[config.mk]
export PLATFORM = sky130hd
export DESIGN_NAME = gpio_irq_unit
export DESIGN_NICKNAME = d
export VERILOG_FILES = /design/src/rtl/gpio_irq_pkg.sv /design/src/rtl/gpio_irq_sync.sv /design/src/rtl/gpio_irq_pin_cell.sv /design/src/rtl/gpio_irq_regfile.sv /design/src/rtl/gpio_irq_unit.sv
export SDC_FILE = /design/constraint.sdc
export NUM_CORES = 1
export LEC_CHECK = 0
export BUFFER_PORTS_ARGS = -buffer_cell sky130_fd_sc_hd__buf_4
export CORE_MARGIN = 1.5
export CORE_UTILIZATION = 31
export DETAILED_ROUTE_END_ITERATION = 8
export PLACE_DENSITY = 0.54
export SLEW_MARGIN = 20
export SYNTH_ARGS = -nofsm -noshare
export SYNTH_HDL_FRONTEND = slang
export SYNTH_SLANG_ARGS = --single-unit
[constraint.sdc]
create_clock -name clk -period 1.4 [get_ports clk]
set_input_delay 0 -clock clk [delete_from_list [all_inputs] [get_ports clk]]
set_output_delay 0 -clock clk [all_outputs]
set_load 0.01 [all_outputs]
[src/rtl/gpio_irq_pkg.sv]
package gpio_irq_pkg;
  localparam int WORD_W = 32;
  localparam int HALF_W = 16;
  typedef logic [WORD_W-1:0] word_t;
  typedef logic [HALF_W-1:0] half_t;

  typedef enum logic [2:0] {
    RS_DIR    = 3'd0,
    RS_DATA_A = 3'd1,
    RS_DATA_B = 3'd2,
    RS_STAT   = 3'd3,
    RS_EN     = 3'd4,
    RS_TRIG   = 3'd5,
    RS_POL    = 3'd6,
    RS_HOLD   = 3'd7
  } reg_sel_e;

  function automatic word_t put_half(word_t old, logic upper, half_t d);
    put_half = upper ? {d, old[HALF_W-1:0]} : {old[WORD_W-1:HALF_W], d};
  endfunction
endpackage

[src/rtl/gpio_irq_sync.sv]
module gpio_irq_sync #(
  parameter int WIDTH = 32
) (
  input  logic             clk,
  input  logic             rst,
  input  logic [WIDTH-1:0] raw,
  output logic [WIDTH-1:0] level,
  output logic [WIDTH-1:0] level_prev
);
  logic [WIDTH-1:0] meta_q, lvl_q, prev_q;

  always_ff @(posedge clk) begin
    if (rst) begin
      meta_q <= '0;
      lvl_q  <= '0;
      prev_q <= '0;
    end else begin
      meta_q <= raw;
      lvl_q  <= meta_q;
      prev_q <= lvl_q;
    end
  end

  assign level      = lvl_q;
  assign level_prev = prev_q;
endmodule

[src/rtl/gpio_irq_pin_cell.sv]
module gpio_irq_pin_cell (
  input  logic clk,
  input  logic rst,
  input  logic lvl_now,
  input  logic lvl_prev,
  input  logic is_output,
  input  logic edge_mode,
  input  logic active_high,
  input  logic hold_mode,
  input  logic sw_clear,
  output logic stat
);
  logic rise, lvl_active, event_now, stat_q;

  always_comb begin
    rise       = lvl_now & ~lvl_prev;
    lvl_active = active_high ? lvl_now : ~lvl_now;
    event_now  = ~is_output & (edge_mode ? rise : lvl_active);
  end

  always_ff @(posedge clk) begin
    if (rst)            stat_q <= 1'b0;
    else if (hold_mode) stat_q <= (stat_q & ~sw_clear) | event_now;
    else                stat_q <= event_now;
  end

  assign stat = stat_q;

  // a held bit with no clear stays set
  a_r8_hold_sticky: assert property (@(posedge clk) disable iff (rst)
    (hold_mode && stat_q && !sw_clear) |=> stat_q);
  // an event in the same cycle as a clear still sets the bit
  a_r9_set_wins: assert property (@(posedge clk) disable iff (rst)
    (hold_mode && event_now && sw_clear) |=> stat_q);
  // a clear with no event empties the bit
  a_r9_w1c: assert property (@(posedge clk) disable iff (rst)
    (hold_mode && sw_clear && !event_now) |=> !stat_q);
  // a steady high level in live edge mode reports nothing
  a_r6_no_retrigger: assert property (@(posedge clk) disable iff (rst)
    (edge_mode && !hold_mode && lvl_now && lvl_prev) |=> !stat_q);
  // an output pin in live mode never reports
  a_r10_output_quiet: assert property (@(posedge clk) disable iff (rst)
    (is_output && !hold_mode) |=> !stat_q);
endmodule

[src/rtl/gpio_irq_regfile.sv]
module gpio_irq_regfile
  import gpio_irq_pkg::*;
#(
  parameter int IRQ_PINS      = 32,
  parameter int OUT_ONLY_PINS = 16
) (
  input  logic  clk,
  input  logic  rst,
  input  logic  bus_wr,
  input  logic  [3:0] bus_addr,
  input  half_t bus_wdata,
  output half_t bus_rdata,
  input  word_t pin_level,
  input  word_t stat,
  output word_t dir,
  output word_t data_a,
  output word_t data_b,
  output word_t en,
  output word_t trig,
  output word_t pol,
  output word_t hold,
  output word_t clr
);
  localparam logic [WORD_W:0] ONE       = 1;
  localparam word_t           PIN_MASK  = word_t'((ONE << IRQ_PINS) - 1);
  localparam word_t           AUX_MASK  = word_t'((ONE << OUT_ONLY_PINS) - 1);

  reg_sel_e sel;
  logic     upper;
  word_t    rd_word;

  assign sel   = reg_sel_e'(bus_addr[3:1]);
  assign upper = bus_addr[0];

  always_ff @(posedge clk) begin
    if (rst) begin
      dir    <= '0;
      data_a <= '0;
      data_b <= '0;
      en     <= '0;
      trig   <= '0;
      pol    <= '0;
      hold   <= '0;
    end else if (bus_wr) begin
      case (sel)
        RS_DIR:    dir    <= put_half(dir,    upper, bus_wdata) & PIN_MASK;
        RS_DATA_A: data_a <= put_half(data_a, upper, bus_wdata) & PIN_MASK;
        RS_DATA_B: data_b <= put_half(data_b, upper, bus_wdata) & AUX_MASK;
        RS_EN:     en     <= put_half(en,     upper, bus_wdata) & PIN_MASK;
        RS_TRIG:   trig   <= put_half(trig,   upper, bus_wdata) & PIN_MASK;
        RS_POL:    pol    <= put_half(pol,    upper, bus_wdata) & PIN_MASK;
        RS_HOLD:   hold   <= put_half(hold,   upper, bus_wdata) & PIN_MASK;
        default:   ;
      endcase
    end
  end

  always_comb begin
    clr = '0;
    if (bus_wr && sel == RS_STAT)
      clr = put_half('0, upper, bus_wdata) & PIN_MASK;
  end

  always_comb begin
    case (sel)
      RS_DIR:    rd_word = dir;
      RS_DATA_A: rd_word = (dir & data_a) | (~dir & pin_level & PIN_MASK);
      RS_DATA_B: rd_word = data_b;
      RS_STAT:   rd_word = stat & PIN_MASK;
      RS_EN:     rd_word = en;
      RS_TRIG:   rd_word = trig;
      RS_POL:    rd_word = pol;
      default:   rd_word = hold;
    endcase
    bus_rdata = upper ? rd_word[WORD_W-1:HALF_W] : rd_word[HALF_W-1:0];
  end

  // output-only bits above the pin count stay empty
  a_r4_aux_clean: assert property (@(posedge clk) disable iff (rst)
    1'b1 |=> ((data_b & ~AUX_MASK) == '0));
endmodule

[src/rtl/gpio_irq_unit.sv]
module gpio_irq_unit
  import gpio_irq_pkg::*;
#(
  parameter int IRQ_PINS      = 32,
  parameter int OUT_ONLY_PINS = 16
) (
  input  logic                     clk,
  input  logic                     rst,
  input  logic                     bus_wr,
  input  logic [3:0]               bus_addr,
  input  logic [15:0]              bus_wdata,
  output logic [15:0]              bus_rdata,
  input  logic [IRQ_PINS-1:0]      pin_in,
  output logic [IRQ_PINS-1:0]      pin_out,
  output logic [IRQ_PINS-1:0]      pin_oe,
  output logic [OUT_ONLY_PINS-1:0] aux_out,
  output logic                     irq
);
  logic [IRQ_PINS-1:0] lvl, lvl_prev, stat_v;
  word_t dir_w, data_a_w, data_b_w, en_w, trig_w, pol_w, hold_w, clr_w;
  logic  irq_q;

  gpio_irq_sync #(.WIDTH(IRQ_PINS)) sync_i (
    .clk(clk), .rst(rst), .raw(pin_in), .level(lvl), .level_prev(lvl_prev)
  );

  gpio_irq_regfile #(.IRQ_PINS(IRQ_PINS), .OUT_ONLY_PINS(OUT_ONLY_PINS)) regs_i (
    .clk(clk), .rst(rst), .bus_wr(bus_wr), .bus_addr(bus_addr),
    .bus_wdata(bus_wdata), .bus_rdata(bus_rdata),
    .pin_level(word_t'(lvl)), .stat(word_t'(stat_v)),
    .dir(dir_w), .data_a(data_a_w), .data_b(data_b_w), .en(en_w),
    .trig(trig_w), .pol(pol_w), .hold(hold_w), .clr(clr_w)
  );

  for (genvar p = 0; p < IRQ_PINS; p++) begin : g_pin
    gpio_irq_pin_cell cell_i (
      .clk(clk), .rst(rst),
      .lvl_now(lvl[p]), .lvl_prev(lvl_prev[p]),
      .is_output(dir_w[p]), .edge_mode(trig_w[p]),
      .active_high(pol_w[p]), .hold_mode(hold_w[p]),
      .sw_clear(clr_w[p]), .stat(stat_v[p])
    );
  end

  always_ff @(posedge clk) begin
    if (rst) irq_q <= 1'b0;
    else     irq_q <= |(stat_v & en_w[IRQ_PINS-1:0]);
  end

  assign irq     = irq_q;
  assign pin_out = data_a_w[IRQ_PINS-1:0];
  assign pin_oe  = dir_w[IRQ_PINS-1:0];
  assign aux_out = data_b_w[OUT_ONLY_PINS-1:0];

  // no enabled status means no request next cycle
  a_r5_masked_quiet: assert property (@(posedge clk) disable iff (rst)
    ((stat_v & en_w[IRQ_PINS-1:0]) == '0) |=> !irq_q);
  // an enabled status raises the request next cycle
  a_r5_raise: assert property (@(posedge clk) disable iff (rst)
    (|(stat_v & en_w[IRQ_PINS-1:0])) |=> irq_q);
endmodule

==> results_dict.tcl <==
set metrics [dict create \
    crit_path_end_kind "output pin" \
    synth_top_family_by_area "simple AND/OR/NAND/NOR gates" \
    min_to "regs_i.data_a[15]" \
    yosys_warnings 0 \
    period_share_pct 140 \
    finalClockSkew_ns 0.0148 \
    ys_seq_area_share_pct 46.5 \
    synthSimpleGateAreaFrac_pct 21.6 \
    synth-compound-area-share_pct 18.1 \
    syn_inst 1786 \
    cp_data_arrival_time_ns 1.96 \
    synth_top_area_share_pct 46.5 \
    rsz0062_at_grt "true" \
    use_met1_pct 28.9 \
    vdd_drop_max_mv 0.930 \
    hold_path_depth 5 \
    drtIter0Drc 932 \
    timing.fmax_mhz 510 \
    grt_pass1_vias 14000 \
    wl_per_cell_um 20.0 \
    cts_made_buffers 39 \
    syn-cell-area_um2 14500 \
    grt_max_degree 83 \
    fill_cells 4510 \
    required_ns 1.40 \
    mostFrequentLayoutCell "nand2_1" \
    dieArea_um2 48100 \
    synth_cell_type_count 43 \
    overflow 0 \
    grt-busiest-layer "met2" \
    wl_mm 55.2 \
    final_util_pct 44.0 \
    areaGrowthSynthToFinish_pct 40.5 \
    clkLatencyLatePin_ns 0.55 \
    grtUsageTotal_pct 22.8 \
    synth.area.mux_share_pct 6.02 \
    critPathKind "flip-flop to output pin" \
    timing.final.hold_violations 0 \
    post-dp-hpwl_mm 39.7 \
    cts_tree "built" \
    layout_common_cells "438 x nand2_1, 356 x buf_4, 289 x dfxtp_1" \
    fin_cells 2756 \
    viasPerCell 5.11 \
    cts_buffer_depth 3 \
    violations "negative setup slack" \
    min_from "bus_wr" \
    r2r_cells 6 \
    powerDensity_nw_per_um2 1120 \
    whs_ns 0.0984 \
    layout.nets 2178 \
    met3_usage_pct 4.82 \
    worst_pin_slew_ns 0.622 \
    coreArea_um2 46400 \
    vias 14100 \
    worstSetupStartpointType "flip-flop" \
    synth_nets 1841 \
    syn_avg_cell_area_um2 8.13 \
    root_buffer "clkbuf_16" \
    reg2reg_slack_ns -0.03 \
    worstHoldPathType "input port to flip-flop" \
    drtAntennaViolNets 0 \
    slew_headroom_pct 58.5 \
    synth_xor_area_share_pct 1.93 \
    cts.htree.levels 2 \
    ys_seq_elements 337 \
    antenna_found_initial 1 \
    gp_congestion 0.951 \
    fin_crit_ns 1.96 \
    use_met2_pct 38.4 \
    die_h_um 219 \
    io_pins 152 \
    yosysTopAreaCell "dfxtp_1" \
    setup_viol 17 \
    r2r-end "irq" \
    n_antenna_cell 0 \
    cap_violations 0 \
    synth_fa_ha_area_share_pct 0 \
    grt_pass1_wl_mm 82.9 \
    drv_slew 0 \
    die_w_um 219 \
    dp.cells 2629 \
    p_leak_nw 7.93 \
    layout-drive-gt1-share_pct 28.2 \
    drc_errors 0 \
    io_buffers 151 \
    cts_sinks 337 \
    synth_area_leaders "dfxtp_1 46%, nand2_1 11%, a21oi_1 7.2%" \
    rows 79 \
    r2r-start "regs_i.en[28]" \
    first_pass_iters 5 \
    path_clk_slew_ns 0.06 \
    status "finished, violations left" \
    crit_path_max_fanout 2 \
    start_util_pct 31.3 \
    setup_slack_ns -0.562 \
]
[cell type report]
cell class                 instances  area [µm²]  share of cell area (%)
clock buffer                      63        1210                    5.93
clock inverter                     4        70.1                   0.344
inverter                          15        56.3                   0.276
multi-input combinational       1273        7450                    36.5
sequential                       337        6830                    33.5
tap                              607         759                    3.72
timing repair buffer             457        4020                    19.7
[flip-flops by register name (all words and copies together) (netlist names)]
name,count
regs_i.trig,32
regs_i.en,32
regs_i.data_a,32
sync_i.level,32
sync_i.meta_q,32
regs_i.data_b,16
irq,1
regs_i.pol,32
sync_i.level_prev,32
regs_i.dir,32
regs_i.hold,32
g_pin.cell_i.stat,32
[critical path: stages, from the launching register on]
cell,delay [ns]
dfxtp_1,0.35
mux2i_1,0.27
o22ai_1,0.14
o32ai_1,0.30
o22ai_1,0.16
buf_4,0.20
[logic make-up (layout without fill, tap and decap cells)]
kind of cell    Yosys count  after routing
simple gates            725            725
compound gates          434            434
flops                   337            337
buf+inv                 176            539
mux                      82             82
xor+xnor                 32             32
[cells in the mapped netlist (all sizes together)]
cell type / count
o22a: 32
dfxtp: 337
mux4: 2
a31oi: 48
buf: 80
and3: 2
a22o: 1
nand2: 439
o31ai: 1
a221oi: 22
a22oi: 31
nor2b: 102
o221ai: 2
a21o: 2
and2: 2
xor2: 32
inv: 15
a21oi: 209
o221a: 2
nand3b: 1
nand2b: 10
o32ai: 14
mux2i: 58
or3: 3
o22ai: 12
nor3: 6
nand3: 22
mux2: 22
clkbuf: 81
nand4: 5
nor2: 131
o21ai: 54
a211oi: 1
o211ai: 3
nor4: 2
[how the worst max path moves through the flow]
stage	from	end	slack (ns)	depth (start not counted)
4_1_cts	regs_i.en[15]	bus_rdata[15]	-0.60	5
2_1_floorplan	bus_addr[2]	bus_rdata[13]	0.07	7
3_3_place_gp	bus_addr[2]	bus_rdata[13]	-0.42	8
6_report	regs_i.dir[1]	bus_rdata[1]	-0.56	5
3_5_place_dp	bus_addr[2]	bus_rdata[13]	-0.44	8
5_1_grt	regs_i.en[3]	bus_rdata[3]	-0.62	5
[report_power, final]
group	internal [mW]	switching, mW
logic	1.11	1.34
registers	9.85	0.241
clock network	6.23	4.02
[routing by layer]
metal / share of wire (%) / vias to the layer above
met5: 0.016 / -
met4: 2.8 / 2
met3: 6.8 / 92
met2: 48 / 488
met1: 43 / 6800
li1: - / 6713
[metrics by stage]
step           worst slack, ns  setup TNS (ns)  cell area (µm²)  power [mW]
2_1_floorplan           0.0737               0            14500        11.3
3_3_place_gp            -0.425          -24.23            17900        12.4
3_5_place_dp            -0.438          -30.05            17900        12.4
4_1_cts                 -0.598           -8.50            20100        22.9
5_1_grt                 -0.621           -8.77            20400        23.6
6_report                -0.562           -7.65            20400        22.8
[repair_timing]
action                                 4_1_cts  5_1_grt
endpoints found under the hold margin      293        0
pin swaps                                   31       29
buffers inserted                             4        5
setup endpoints to repair                   17       18
hold buffers                                60        0
gates cloned                                 0        0
resized for setup                           99       70
Note: power is estimated with default switching activity, not from simulation.
